## src/rtl/ipc_pkg.sv

```systemverilog
package ipc_pkg;
    typedef enum logic {
        ST_DRAINED = 1'b0,
        ST_LOADED  = 1'b1
    } occ_state_t;

    typedef enum logic {
        FL_IDLE    = 1'b0,
        FL_PENDING = 1'b1
    } flag_state_t;

    localparam int CLR_FLAG_BIT = 0;
    localparam int CLR_ERR_BIT  = 1;
endpackage

```

## src/rtl/ipc_fifo.sv

```systemverilog
module ipc_fifo #(
    parameter int DW    = 32,
    parameter int DEPTH = 16,
    localparam int AW   = $clog2(DEPTH),
    localparam int CW   = $clog2(DEPTH + 1)
) (
    input  logic          clk,
    input  logic          rst_n,
    input  logic          push,
    input  logic [DW-1:0] wdata,
    input  logic          pop,
    output logic [DW-1:0] rdata,
    output logic          empty,
    output logic          full,
    output logic [CW-1:0] count,
    output logic          ovf,
    output logic          udf
);
    localparam logic [CW-1:0] FULL_CNT = CW'(DEPTH);
    localparam logic [AW-1:0] LAST_PTR = AW'(DEPTH - 1);

    logic [DW-1:0] mem [DEPTH];
    logic [AW-1:0] wr_ptr, rd_ptr;
    logic          push_ok, pop_ok;

    always_comb begin
        empty   = (count == '0);
        full    = (count == FULL_CNT);
        push_ok = push & ~full;
        pop_ok  = pop & ~empty;
        ovf     = push & full;
        udf     = pop & empty;
    end

    always_ff @(posedge clk) begin
        if (push_ok) begin
            mem[wr_ptr] <= wdata;
        end
    end

    always_ff @(posedge clk) begin
        if (!rst_n) begin
            wr_ptr <= '0;
            rd_ptr <= '0;
            count  <= '0;
            rdata  <= '0;
        end else begin
            if (push_ok) begin
                wr_ptr <= (wr_ptr == LAST_PTR) ? '0 : wr_ptr + 1'b1;
            end
            if (pop_ok) begin
                rd_ptr <= (rd_ptr == LAST_PTR) ? '0 : rd_ptr + 1'b1;
                rdata  <= mem[rd_ptr];
            end
            unique case ({push_ok, pop_ok})
                2'b10:   count <= count + 1'b1;
                2'b01:   count <= count - 1'b1;
                default: count <= count;
            endcase
        end
    end

    AST_NO_OVERFLOW: assert property (@(posedge clk) disable iff (!rst_n)
        count <= FULL_CNT);
    AST_FULL_DROP: assert property (@(posedge clk) disable iff (!rst_n)
        (push && full && !pop) |=> (count == FULL_CNT));
    AST_EMPTY_HOLD: assert property (@(posedge clk) disable iff (!rst_n)
        (pop && empty) |=> $stable(rdata));
endmodule

```

## src/rtl/ipc_side_ctl.sv

```systemverilog
module ipc_side_ctl
    import ipc_pkg::*;
(
    input  logic clk,
    input  logic rst_n,
    input  logic rx_empty,
    input  logic clr_flag,
    input  logic clr_err,
    input  logic err_evt,
    input  logic en_we,
    input  logic en_wdata,
    output logic flag,
    output logic en,
    output logic err,
    output logic irq
);
    occ_state_t  occ_q, occ_d;
    flag_state_t fl_q, fl_d;
    logic        rise_evt;

    // occupancy tracker: state register
    always_ff @(posedge clk) begin
        if (!rst_n) begin
            occ_q <= ST_DRAINED;
            fl_q  <= FL_IDLE;
        end else begin
            occ_q <= occ_d;
            fl_q  <= fl_d;
        end
    end

    // next-state logic for both machines
    always_comb begin
        occ_d = occ_q;
        unique case (occ_q)
            ST_DRAINED: if (!rx_empty) occ_d = ST_LOADED;   // fill
            ST_LOADED:  if (rx_empty)  occ_d = ST_DRAINED;  // drain
            default:    occ_d = ST_DRAINED;
        endcase
        fl_d = fl_q;
        unique case (fl_q)
            FL_IDLE:    if (rise_evt) fl_d = FL_PENDING;                // raise
            FL_PENDING: if (clr_flag && !rise_evt) fl_d = FL_IDLE;     // ack
            default:    fl_d = FL_IDLE;
        endcase
    end

    // outputs
    always_comb begin
        rise_evt = (occ_q == ST_DRAINED) && !rx_empty;
        flag     = (fl_q == FL_PENDING);
        irq      = flag & en;
    end

    always_ff @(posedge clk) begin
        if (!rst_n) begin
            en  <= 1'b0;
            err <= 1'b0;
        end else begin
            if (en_we) begin
                en <= en_wdata;
            end
            if (err_evt) begin
                err <= 1'b1;
            end else if (clr_err) begin
                err <= 1'b0;
            end
        end
    end

    AST_FLAG_STICKY: assert property (@(posedge clk) disable iff (!rst_n)
        (flag && !clr_flag) |=> flag);
    AST_FLAG_CLEAR: assert property (@(posedge clk) disable iff (!rst_n)
        (clr_flag && !rise_evt) |=> !flag);
    AST_SET_WINS: assert property (@(posedge clk) disable iff (!rst_n)
        (rise_evt && clr_flag) |=> flag);
    AST_NO_RETRIGGER: assert property (@(posedge clk) disable iff (!rst_n)
        (!flag && occ_q == ST_LOADED && !rx_empty) |=> !flag);
    AST_IRQ_ENABLE: assert property (@(posedge clk) disable iff (!rst_n)
        (en_we && en_wdata && flag && !clr_flag) |=> irq);
    AST_ERR_STICKY: assert property (@(posedge clk) disable iff (!rst_n)
        (err && !clr_err) |=> err);
endmodule

```

## src/rtl/ipc_mailbox.sv

```systemverilog
module ipc_mailbox
    import ipc_pkg::*;
#(
    parameter int DW    = 32,
    parameter int DEPTH = 16,
    localparam int CW   = $clog2(DEPTH + 1)
) (
    input  logic          clk,
    input  logic          rst_n,
    input  logic          a_send_we,
    input  logic [DW-1:0] a_send_data,
    output logic          a_tx_full,
    output logic          a_tx_empty,
    output logic [CW-1:0] a_tx_count,
    input  logic          a_recv_re,
    output logic [DW-1:0] a_recv_data,
    output logic          a_rx_empty,
    output logic          a_rx_full,
    output logic [CW-1:0] a_rx_count,
    input  logic          a_ien_we,
    input  logic          a_ien_wdata,
    input  logic          a_clr_we,
    input  logic [1:0]    a_clr_wdata,
    output logic          a_irq_flag,
    output logic          a_irq_en,
    output logic          a_err,
    output logic          a_irq,
    input  logic          b_send_we,
    input  logic [DW-1:0] b_send_data,
    output logic          b_tx_full,
    output logic          b_tx_empty,
    output logic [CW-1:0] b_tx_count,
    input  logic          b_recv_re,
    output logic [DW-1:0] b_recv_data,
    output logic          b_rx_empty,
    output logic          b_rx_full,
    output logic [CW-1:0] b_rx_count,
    input  logic          b_ien_we,
    input  logic          b_ien_wdata,
    input  logic          b_clr_we,
    input  logic [1:0]    b_clr_wdata,
    output logic          b_irq_flag,
    output logic          b_irq_en,
    output logic          b_err,
    output logic          b_irq
);
    localparam int NSIDE = 2;

    // index 0: queue sent by A / control of side A; index 1: B
    logic [NSIDE-1:0] push_v, pop_v, empty_v, full_v, ovf_v, udf_v;
    logic [DW-1:0]    wdata_v [NSIDE];
    logic [DW-1:0]    rdata_v [NSIDE];
    logic [CW-1:0]    cnt_v   [NSIDE];
    logic [NSIDE-1:0] clr_flag_v, clr_err_v, ien_we_v, ien_wd_v;
    logic [NSIDE-1:0] flag_v, en_v, err_v, irq_v;

    always_comb begin
        push_v     = {b_send_we, a_send_we};
        wdata_v[0] = a_send_data;
        wdata_v[1] = b_send_data;
        pop_v      = {a_recv_re, b_recv_re};   // queue 0 read by B
        clr_flag_v = {b_clr_we & b_clr_wdata[CLR_FLAG_BIT],
                      a_clr_we & a_clr_wdata[CLR_FLAG_BIT]};
        clr_err_v  = {b_clr_we & b_clr_wdata[CLR_ERR_BIT],
                      a_clr_we & a_clr_wdata[CLR_ERR_BIT]};
        ien_we_v   = {b_ien_we, a_ien_we};
        ien_wd_v   = {b_ien_wdata, a_ien_wdata};
    end

    for (genvar g = 0; g < NSIDE; g++) begin : g_side
        localparam int RX = NSIDE - 1 - g;

        ipc_fifo #(.DW(DW), .DEPTH(DEPTH)) u_fifo (
            .clk   (clk),
            .rst_n (rst_n),
            .push  (push_v[g]),
            .wdata (wdata_v[g]),
            .pop   (pop_v[g]),
            .rdata (rdata_v[g]),
            .empty (empty_v[g]),
            .full  (full_v[g]),
            .count (cnt_v[g]),
            .ovf   (ovf_v[g]),
            .udf   (udf_v[g])
        );

        ipc_side_ctl u_ctl (
            .clk      (clk),
            .rst_n    (rst_n),
            .rx_empty (empty_v[RX]),
            .clr_flag (clr_flag_v[g]),
            .clr_err  (clr_err_v[g]),
            .err_evt  (ovf_v[g] | udf_v[RX]),
            .en_we    (ien_we_v[g]),
            .en_wdata (ien_wd_v[g]),
            .flag     (flag_v[g]),
            .en       (en_v[g]),
            .err      (err_v[g]),
            .irq      (irq_v[g])
        );
    end

    always_comb begin
        a_tx_full   = full_v[0];
        a_tx_empty  = empty_v[0];
        a_tx_count  = cnt_v[0];
        a_recv_data = rdata_v[1];
        a_rx_empty  = empty_v[1];
        a_rx_full   = full_v[1];
        a_rx_count  = cnt_v[1];
        a_irq_flag  = flag_v[0];
        a_irq_en    = en_v[0];
        a_err       = err_v[0];
        a_irq       = irq_v[0];
        b_tx_full   = full_v[1];
        b_tx_empty  = empty_v[1];
        b_tx_count  = cnt_v[1];
        b_recv_data = rdata_v[0];
        b_rx_empty  = empty_v[0];
        b_rx_full   = full_v[0];
        b_rx_count  = cnt_v[0];
        b_irq_flag  = flag_v[1];
        b_irq_en    = en_v[1];
        b_err       = err_v[1];
        b_irq       = irq_v[1];
    end

    AST_QUEUES_APART: assert property (@(posedge clk) disable iff (!rst_n)
        (a_send_we && !b_send_we && !a_recv_re) |=> $stable(a_rx_count));
endmodule

```

## config.mk

```make
export PLATFORM = sky130hd
export DESIGN_NAME = ipc_mailbox
export DESIGN_NICKNAME = d
export VERILOG_FILES = /design/src/rtl/ipc_pkg.sv /design/src/rtl/ipc_fifo.sv /design/src/rtl/ipc_side_ctl.sv /design/src/rtl/ipc_mailbox.sv
export SDC_FILE = /design/constraint.sdc
export NUM_CORES = 1
export LEC_CHECK = 0
export BUFFER_PORTS_ARGS = -buffer_cell sky130_fd_sc_hd__buf_4
export CAP_MARGIN = 0
export CORE_MARGIN = 4
export CORE_UTILIZATION = 35
export DETAILED_ROUTE_END_ITERATION = 10
export GPL_TIMING_DRIVEN = 0
export PLACE_DENSITY_LB_ADDON = 0.08
export SLEW_MARGIN = 20
export SYNTH_ARGS = -nofsm -noshare
export SYNTH_HDL_FRONTEND = slang
export SYNTH_SLANG_ARGS = --single-unit
```

## constraint.sdc

```tcl
create_clock -name clk -period 5.3 [get_ports clk]
set_input_delay 0.265 -clock clk [delete_from_list [all_inputs] [get_ports clk]]
set_output_delay 0.265 -clock clk [all_outputs]
set_load 0.02 [all_outputs]
```

==> run_results.csv, run 1 <==
group,metric,value,unit
critical_path,worstSetupStartpoint,"g_side[1].u_fifo.count[4]$_SDFFE_PN0P_",
detailed_routing,drt-total-wl,117100,µm
placement,io_buffers,179,
placement,dp_slack,1.628,ns
floorplan,fp-row-count,128,
clocking,ctsHoldBuffers,79,
timing,fin_ws,1.677,ns
detailed_routing,drc_errors,0,
detailed_routing,wl_per_cell,25.39,µm
critical_path,r2r-end,"g_side[1].u_fifo.count[4]$_SDFFE_PN0P_",
cells_and_area,area_growth,22.24,%
timing,clock.fmax,0.2760,GHz
timing,finalHoldViolCount,0,
logic_synthesis,ys_types,52,
timing,setup_viol,0,
logic_synthesis,synth_area_leaders,"edfxtp_1 71%, mux2i_1 9.2%, dfxtp_1 4.5%",
logic_synthesis,syn_area_per_cell,17.83,µm²
outcome,status,"finished, final reports clean",
logic_synthesis,netlist_area,43240,µm²
clocking,cts_tree,"done",
global_route,gr-total-overflow,0,
critical_path,cp.arrival,4.20,ns
cells_and_area,fin_nets,2978,
cells_and_area,fin_cells,4612,
logic_synthesis,synth_largest_area_cell,"edfxtp_1",
detailed_routing,drtIter0Drc,1587,
global_route,grt_first_pass_wirelength,169100,µm
placement,dp_cells,4304,
global_route,grt_max_degree,21,
global_route,grt_pass1_vias,24440,
critical_path,criticalPathCategory,"reg2reg",
cells_and_area,fill_cells,10830,
logic_synthesis,postSynthCellCount,2425,
floorplan,coreArea,122200,µm²
flow_run,max_cap_violations,0,
power,leakagePower,16.85,nW
timing,finClkSkew,0.02661,ns
clocking,root_buffer,"clkbuf_16",
power,max-vdd-ir-drop,0.2915,mV
clocking,cts_made_buffers,120,
floorplan,die_width,359.5,µm
detailed_routing,vias_per_cell,5.082,
logic_synthesis,synth_common_cells,"1024 x edfxtp_1, 396 x mux2i_1, 129 x o22ai_1",
timing,drv_slew,0,
global_route,antenna_found_initial,4,
critical_path,r2r_start,"g_side[1].u_fifo.count[4]$_SDFFE_PN0P_",
timing,hold_slack,0.08027,ns
logic_synthesis,netlist.area_leader.share,0.7111,
clocking,cts_buffer_depth,3,
critical_path,worstSetupEndpoint,"g_side[1].u_fifo.count[4]$_SDFFE_PN0P_",
timing,rsz0062_at_grt,"no",
global_route,track_usage,0.1776,
placement,hpwl,80930,µm
timing,maxSlewHeadroom,0.3607,
critical_path,critPathLaunchType,"flop",
clocking,cts-resized-gates,0,
clocking,h-tree-depth,3,
critical_path,r2r_slack,1.68,ns
detailed_routing,drtAntennaViolNets,0,
floorplan,dieArea,129200,µm²
power,power.total,24.19,mW
timing,worstMarginPinSlew,0.9589,ns
logic_synthesis,ys_seq_area_frac,0.7565,
timing,fin_crit,3.623,ns
critical_path,path_max_fanout,11,
clocking,cts.sinks,1122,
detailed_routing,vias,23438,
hold_path,holdCritPathClass,"in2reg",
clocking,post_cts_buffers,0,
placement,gp_congestion,0.7216,
cells_and_area,drive_gt1_frac,0.2235,
critical_path,required,5.88,ns
logic_synthesis,yosys_warnings,0,
floorplan,start_util,0.3539,
detailed_routing,drt-pass1-iter-count,5,
timing,post-route-period-util,0.6835,
logic_synthesis,synth_flop_cell,"edfxtp_1",
clocking,clock_latency,0.71,ns
critical_path,cp-end-kind,"flop",
logic_synthesis,synth_fp_nets,2523,
logic_synthesis,synth_edf_count,1024,
logic_synthesis,yosysMostFrequentCell,"edfxtp_1",
floorplan,io_pins,180,
logic_synthesis,synthArstFlopShare,0,
floorplan,die_h,359.5,µm
logic_synthesis,ys_seq_elements,1122,
power,power.density,457.6,nW/µm²
critical_path,reg2reg_depth,12,
clocking,clk_pin_slew,0.06,ns
-- kinds of logic (layout without fill, tap and decap cells) --
family / after synthesis / in the layout / synth area share
AOI/OAI and AO/OA: 437 / 437 / 0.06493
xor gates and xnor gates: 10 / 10 / 0.002026
DFF: 1122 / 1122 / 0.7565
adders and majority gates: 18 / 18 / 0.005208
and+or+nand+nor: 197 / 197 / 0.02173
muxes: 460 / 460 / 0.1250
buffers and inverters: 181 / 740 / 0.02465
other: 0 / 3 / 0
-- cell type report --
class	count	area (µm²)	area share
antenna	3	7.507	0.0001420
buffer	168	1017	0.01924
clock buffer	152	3253	0.06154
clock inverter	74	810.8	0.01534
inverter	13	48.80	0.0009231
multi-input combinational	1122	9686	0.1832
sequential	1122	32710	0.6188
tap	1625	2033	0.03846
timing repair buffer	333	3292	0.06228
-- flip-flops by register name, summed over array words and instances (netlist names) --
| signal | flops |
|---|---|
| g_side.u_ctl.en | 2 |
| g_side.u_ctl.err | 2 |
| g_side.u_ctl.flag | 2 |
| g_side.u_ctl.occ_q | 2 |
| g_side.u_fifo.count | 10 |
| g_side.u_fifo.mem | 1024 |
| g_side.u_fifo.rd_ptr | 8 |
| g_side.u_fifo.rdata | 64 |
| g_side.u_fifo.wr_ptr | 8 |
-- placed cells by master, fill, tap and decap left out, types with 9 or more instances in the layout --
cell and n:
a21oi_1 13, a221oi_1 64, a31oi_1 69, buf_12 24
buf_16 13, buf_2 51, buf_4 238, buf_6 31
bufinv_16 17, clkbuf_1 75, clkbuf_16 120, clkbuf_8 13
clkinv_1 19, clkinv_2 29, dfxtp_1 98, dlygate4sd3_1 79
edfxtp_1 1024, ha_1 18, inv_1 11, mux2i_1 396
mux4_2 64, nand2_1 19, nor2_1 96, nor2_4 24
o21ai_0 101, o21ai_1 32, o22ai_1 129, xor2_1 9
-- how the worst min path moves through the flow --
stage | start | end | slack, ns | depth (start not counted)
floorplan | a_send_data[0] | g_side[0].u_fifo.mem[0][0]$_DFFE_PP_ | 0.36 | 0
global placement | g_side[0].u_ctl.err$_SDFFE_PN0P_ | g_side[0].u_ctl.err$_SDFFE_PN0P_ | 0.45 | 2
detailed placement | g_side[1].u_ctl.err$_SDFFE_PN0P_ | g_side[1].u_ctl.err$_SDFFE_PN0P_ | 0.46 | 2
CTS | a_send_we | g_side[0].u_fifo.wr_ptr[2]$_SDFFE_PN0P_ | 0.01 | 4
global route | a_send_we | g_side[0].u_fifo.wr_ptr[2]$_SDFFE_PN0P_ | 0.04 | 4
finish | a_recv_re | g_side[1].u_fifo.rd_ptr[2]$_SDFFE_PN0P_ | 0.08 | 4
-- power breakdown --
group          total, mW  switching (mW)  internal [mW]
logic               5.15            3.17           1.98
registers           10.5           0.345           10.2
clock network       8.52            3.38           5.14
-- per-stage QoR --
step,instance area [µm²],TNS (ns),utilization
finish,52860,0,0.4326
global route,52850,0,0.4325
CTS,52850,0,0.4325
detailed placement,48000,0,0.3928
global placement,46620,-307.30,0.3815
floorplan,43240,0,-
-- critical path, cell delays in order, from the launching register on --
cell      delay [ns]
dfxtp_1         0.36
buf_2           0.23
inv_1           0.13
a21boi_2        0.52
clkbuf_1        0.67
ha_1            0.29
buf_2           0.20
xor2_1          0.16
ha_1            0.21
nor2_1          0.05
o32ai_1         0.39
a211o_1         0.20
nand4_1         0.07
-- layer usage --
layer  up-vias  share of wire  global-route usage
met2       462           0.54              0.3300
met3       171          0.037             0.02857
met4         2          0.020             0.04027
met1     12123           0.41              0.2161
met5         -        0.00011                   0
li1      10680              -                   -
(Power assumes the default switching activity.)
==> run 2, diff against run 1 <==
==> constraint.sdc (replaced) <==
create_clock -name clk -period 3 [get_ports clk]
set_input_delay 0.15 -clock clk [delete_from_list [all_inputs] [get_ports clk]]
set_output_delay 0.15 -clock clk [all_outputs]
set_load 0.02 [all_outputs]
==> run 2 against run 1 <==
  * Count of clock-buffer cells in the layout rose by 15
  * Total power rose by 76%
  * Largest cell class unchanged
  * Routed wire length rose by 1.0%
  * Sequential share of layout area barely moved
  * Final area barely moved
  * Clock power rose by 73%
  * Register-to-register slack got worse by 1.5 ns
  * Critical path depth fell by 4
  * Combinational power rose by 80%
  * Worst hold slack got worse by 0.0014 ns
  * Die area did not move
  * First-iteration DRC count rose by 2.9%
  * Critical endpoint is now g_side[1].u_fifo.mem[2][8]$_DFFE_PP_
==> run_results.csv, run 2 (synthesized netlist as in run 1, its figures left out) <==
group,metric,value,unit
global_route,antenna_found_initial,6,
global_route,grt_pass1_vias,24911,
floorplan,dieArea,129200,µm²
critical_path,cp.arrival,3.21,ns
floorplan,coreArea,122200,µm²
cells_and_area,drive_gt1_frac,0.2178,
floorplan,die_h,359.5,µm
critical_path,required,3.39,ns
critical_path,path_max_fanout,10,
clocking,cts_buffer_depth,3,
cells_and_area,area_growth,22.30,%
power,power.density,804.7,nW/µm²
clocking,cts.sinks,1122,
cells_and_area,utilization,0.4328,
detailed_routing,drtIter0Drc,1633,
critical_path,path_delay_family,"simple AND/OR/NAND/NOR gates",
outcome,status,"finished, final reports clean",
critical_path,cp-end-kind,"flop",
floorplan,start_util,0.3539,
timing,fin_crit,2.822,ns
clocking,clock_latency,0.70,ns
hold_path,holdCritStartpoint,"rst_n",
critical_path,criticalPathCategory,"reg2reg",
clocking,h-tree-depth,3,
detailed_routing,drtAntennaViolNets,0,
global_route,grt_max_degree,19,
timing,finClkSkew,0.02692,ns
cells_and_area,fin_nets,2968,
power,max-vdd-ir-drop,0.4887,mV
clocking,clk_pin_slew,0.06,ns
floorplan,fp-row-count,128,
timing,drv_slew,0,
global_route,track_usage,0.1794,
cells_and_area,final_cell_mix,"1024 x edfxtp_1, 396 x mux2i_1, 212 x buf_4",
timing,final.setup.tns,0,ns
detailed_routing,wl_per_cell,25.71,µm
flow_run,max_cap_violations,0,
critical_path,worstSetupStartpoint,"g_side[1].u_fifo.count[2]$_SDFFE_PN0P_",
cells_and_area,largest_reg_flops,1024,
global_route,grt_first_pass_wirelength,170800,µm
timing,post-route-period-util,0.9406,
critical_path,critPathLaunchType,"flop",
critical_path,slowest_stage,"nor3_4",
critical_path,crit_buf_inv,4,
hold_path,holdPathStages,4,
timing,worstMarginPinSlew,0.9344,ns
global_route,gr-total-overflow,0,
critical_path,slowest_delay,0.58,ns
critical_path,crit_top_cell,"buf_8",
critical_path,r2r_start,"g_side[1].u_fifo.count[2]$_SDFFE_PN0P_",
timing,clock.fmax,0.3544,GHz
hold_path,hold-path-endpoint,"g_side[1].u_fifo.count[3]$_SDFFE_PN0P_",
detailed_routing,vias,23498,
detailed_routing,vias_per_cell,5.107,
clocking,cts_tree,"done",
cells_and_area,reg_top3,"g_side.u_fifo.mem x1024, g_side.u_fifo.rdata x64, g_side.u_fifo.count x10",
power,leakagePower,16.74,nW
clocking,root_buffer,"clkbuf_16",
cells_and_area,top_register,"g_side.u_fifo.mem",
critical_path,r2r_slack,0.18,ns
floorplan,io_pins,180,
clocking,cts_made_buffers,118,
detailed_routing,drt-pass1-iter-count,5,
hold_path,holdCritPathClass,"in2reg",
detailed_routing,drt-total-wl,118300,µm
timing,rsz0062_at_grt,"no",
floorplan,die_width,359.5,µm
timing,maxSlewHeadroom,0.3770,
placement,hpwl,81370,µm
critical_path,r2r-end,"g_side[1].u_fifo.mem[2][8]$_DFFE_PP_",
timing,finalHoldViolCount,0,
critical_path,crit_path_cell_trace,"buf_2, nor4_4, a21boi_2, nand2_1, nor3_4, buf_8, buf_8, buf_8",
placement,gp_congestion,0.7309,
cells_and_area,fill_cells,10871,
critical_path,reg2reg_depth,8,
timing,setup_viol,0,
cells_and_area,final_common_cell,"edfxtp_1",
detailed_routing,drc_errors,0,
placement,io_buffers,179,
## run 2: metrics by stage
step	setup slack (ns)	total power, mW	cells	hold WS, ns	instance area [µm²]
floorplan	-0.007038	24.14	2425	0.2489	43280
global placement	-2.004	27.90	4229	0.3894	46660
detailed placement	-0.8408	28.17	4289	0.4176	48050
CTS	0.1230	43.15	4598	0.03135	52870
global route	0.01018	44.44	4600	0.09549	52880
finish	0.1781	42.56	4601	0.07886	52890
## run 2: report_power, final
part           internal [mW]  switching (mW)  leakage, nW
clock network           8.73            5.98         1.93
registers               18.0           0.612         10.1
logic                   3.60            5.67         4.76
## run 2: worst max path at each step
stage | end | slack (ns) | cells past startpoint
after global routing | g_side[1].u_fifo.mem[2][8]$_DFFE_PP_ | 0.01 | 8
final | g_side[1].u_fifo.mem[2][8]$_DFFE_PP_ | 0.18 | 8
after CTS | g_side[0].u_fifo.count[4]$_SDFFE_PN0P_ | 0.12 | 12
after floorplan | g_side[1].u_fifo.mem[14][0]$_DFFE_PP_ | -0.007 | 5
after global placement | g_side[0].u_fifo.mem[8][22]$_DFFE_PP_ | -2.00 | 5
after detailed placement | g_side[1].u_fifo.count[2]$_SDFFE_PN0P_ | -0.84 | 12
## run 2: area by class of cell
class | instances | area (µm²) | share of cell area
inverter | 13 | 48.80 | 0.0009227
timing repair buffer | 326 | 3367 | 0.06367
multi-input combinational | 1122 | 9751 | 0.1844
sequential | 1122 | 32710 | 0.6185
tap | 1625 | 2033 | 0.03845
buffer | 167 | 1023 | 0.01935
clock inverter | 58 | 628.1 | 0.01188
clock buffer | 167 | 3321 | 0.06279
antenna | 1 | 2.502 | 0.00004732
## run 2: routing by layer
metal	vias to the layer above	GRT usage	wire, µm
met5	-	0	10
met4	2	0.04674	2776
met3	173	0.02593	4538
met2	504	0.3316	62640
met1	12164	0.2191	48330
li1	10655	-	-
## run 2: what timing repair did
action	in CTS	in global routing
buffers inserted	2	3
pin swaps	2	2
hold endpoints to repair	1040	0
gates resized for setup	7	0
hold buffers	82	0
endpoints found under the setup margin	9	1
## run 2: tightest hold or removal path: cells and delay by family
| family | cells | cell delay [ns] |
|---|---|---|
| buf+inv | 2 | 0.32 |
| simple gates | 1 | 0.11 |
| compound gates | 1 | 0.10 |
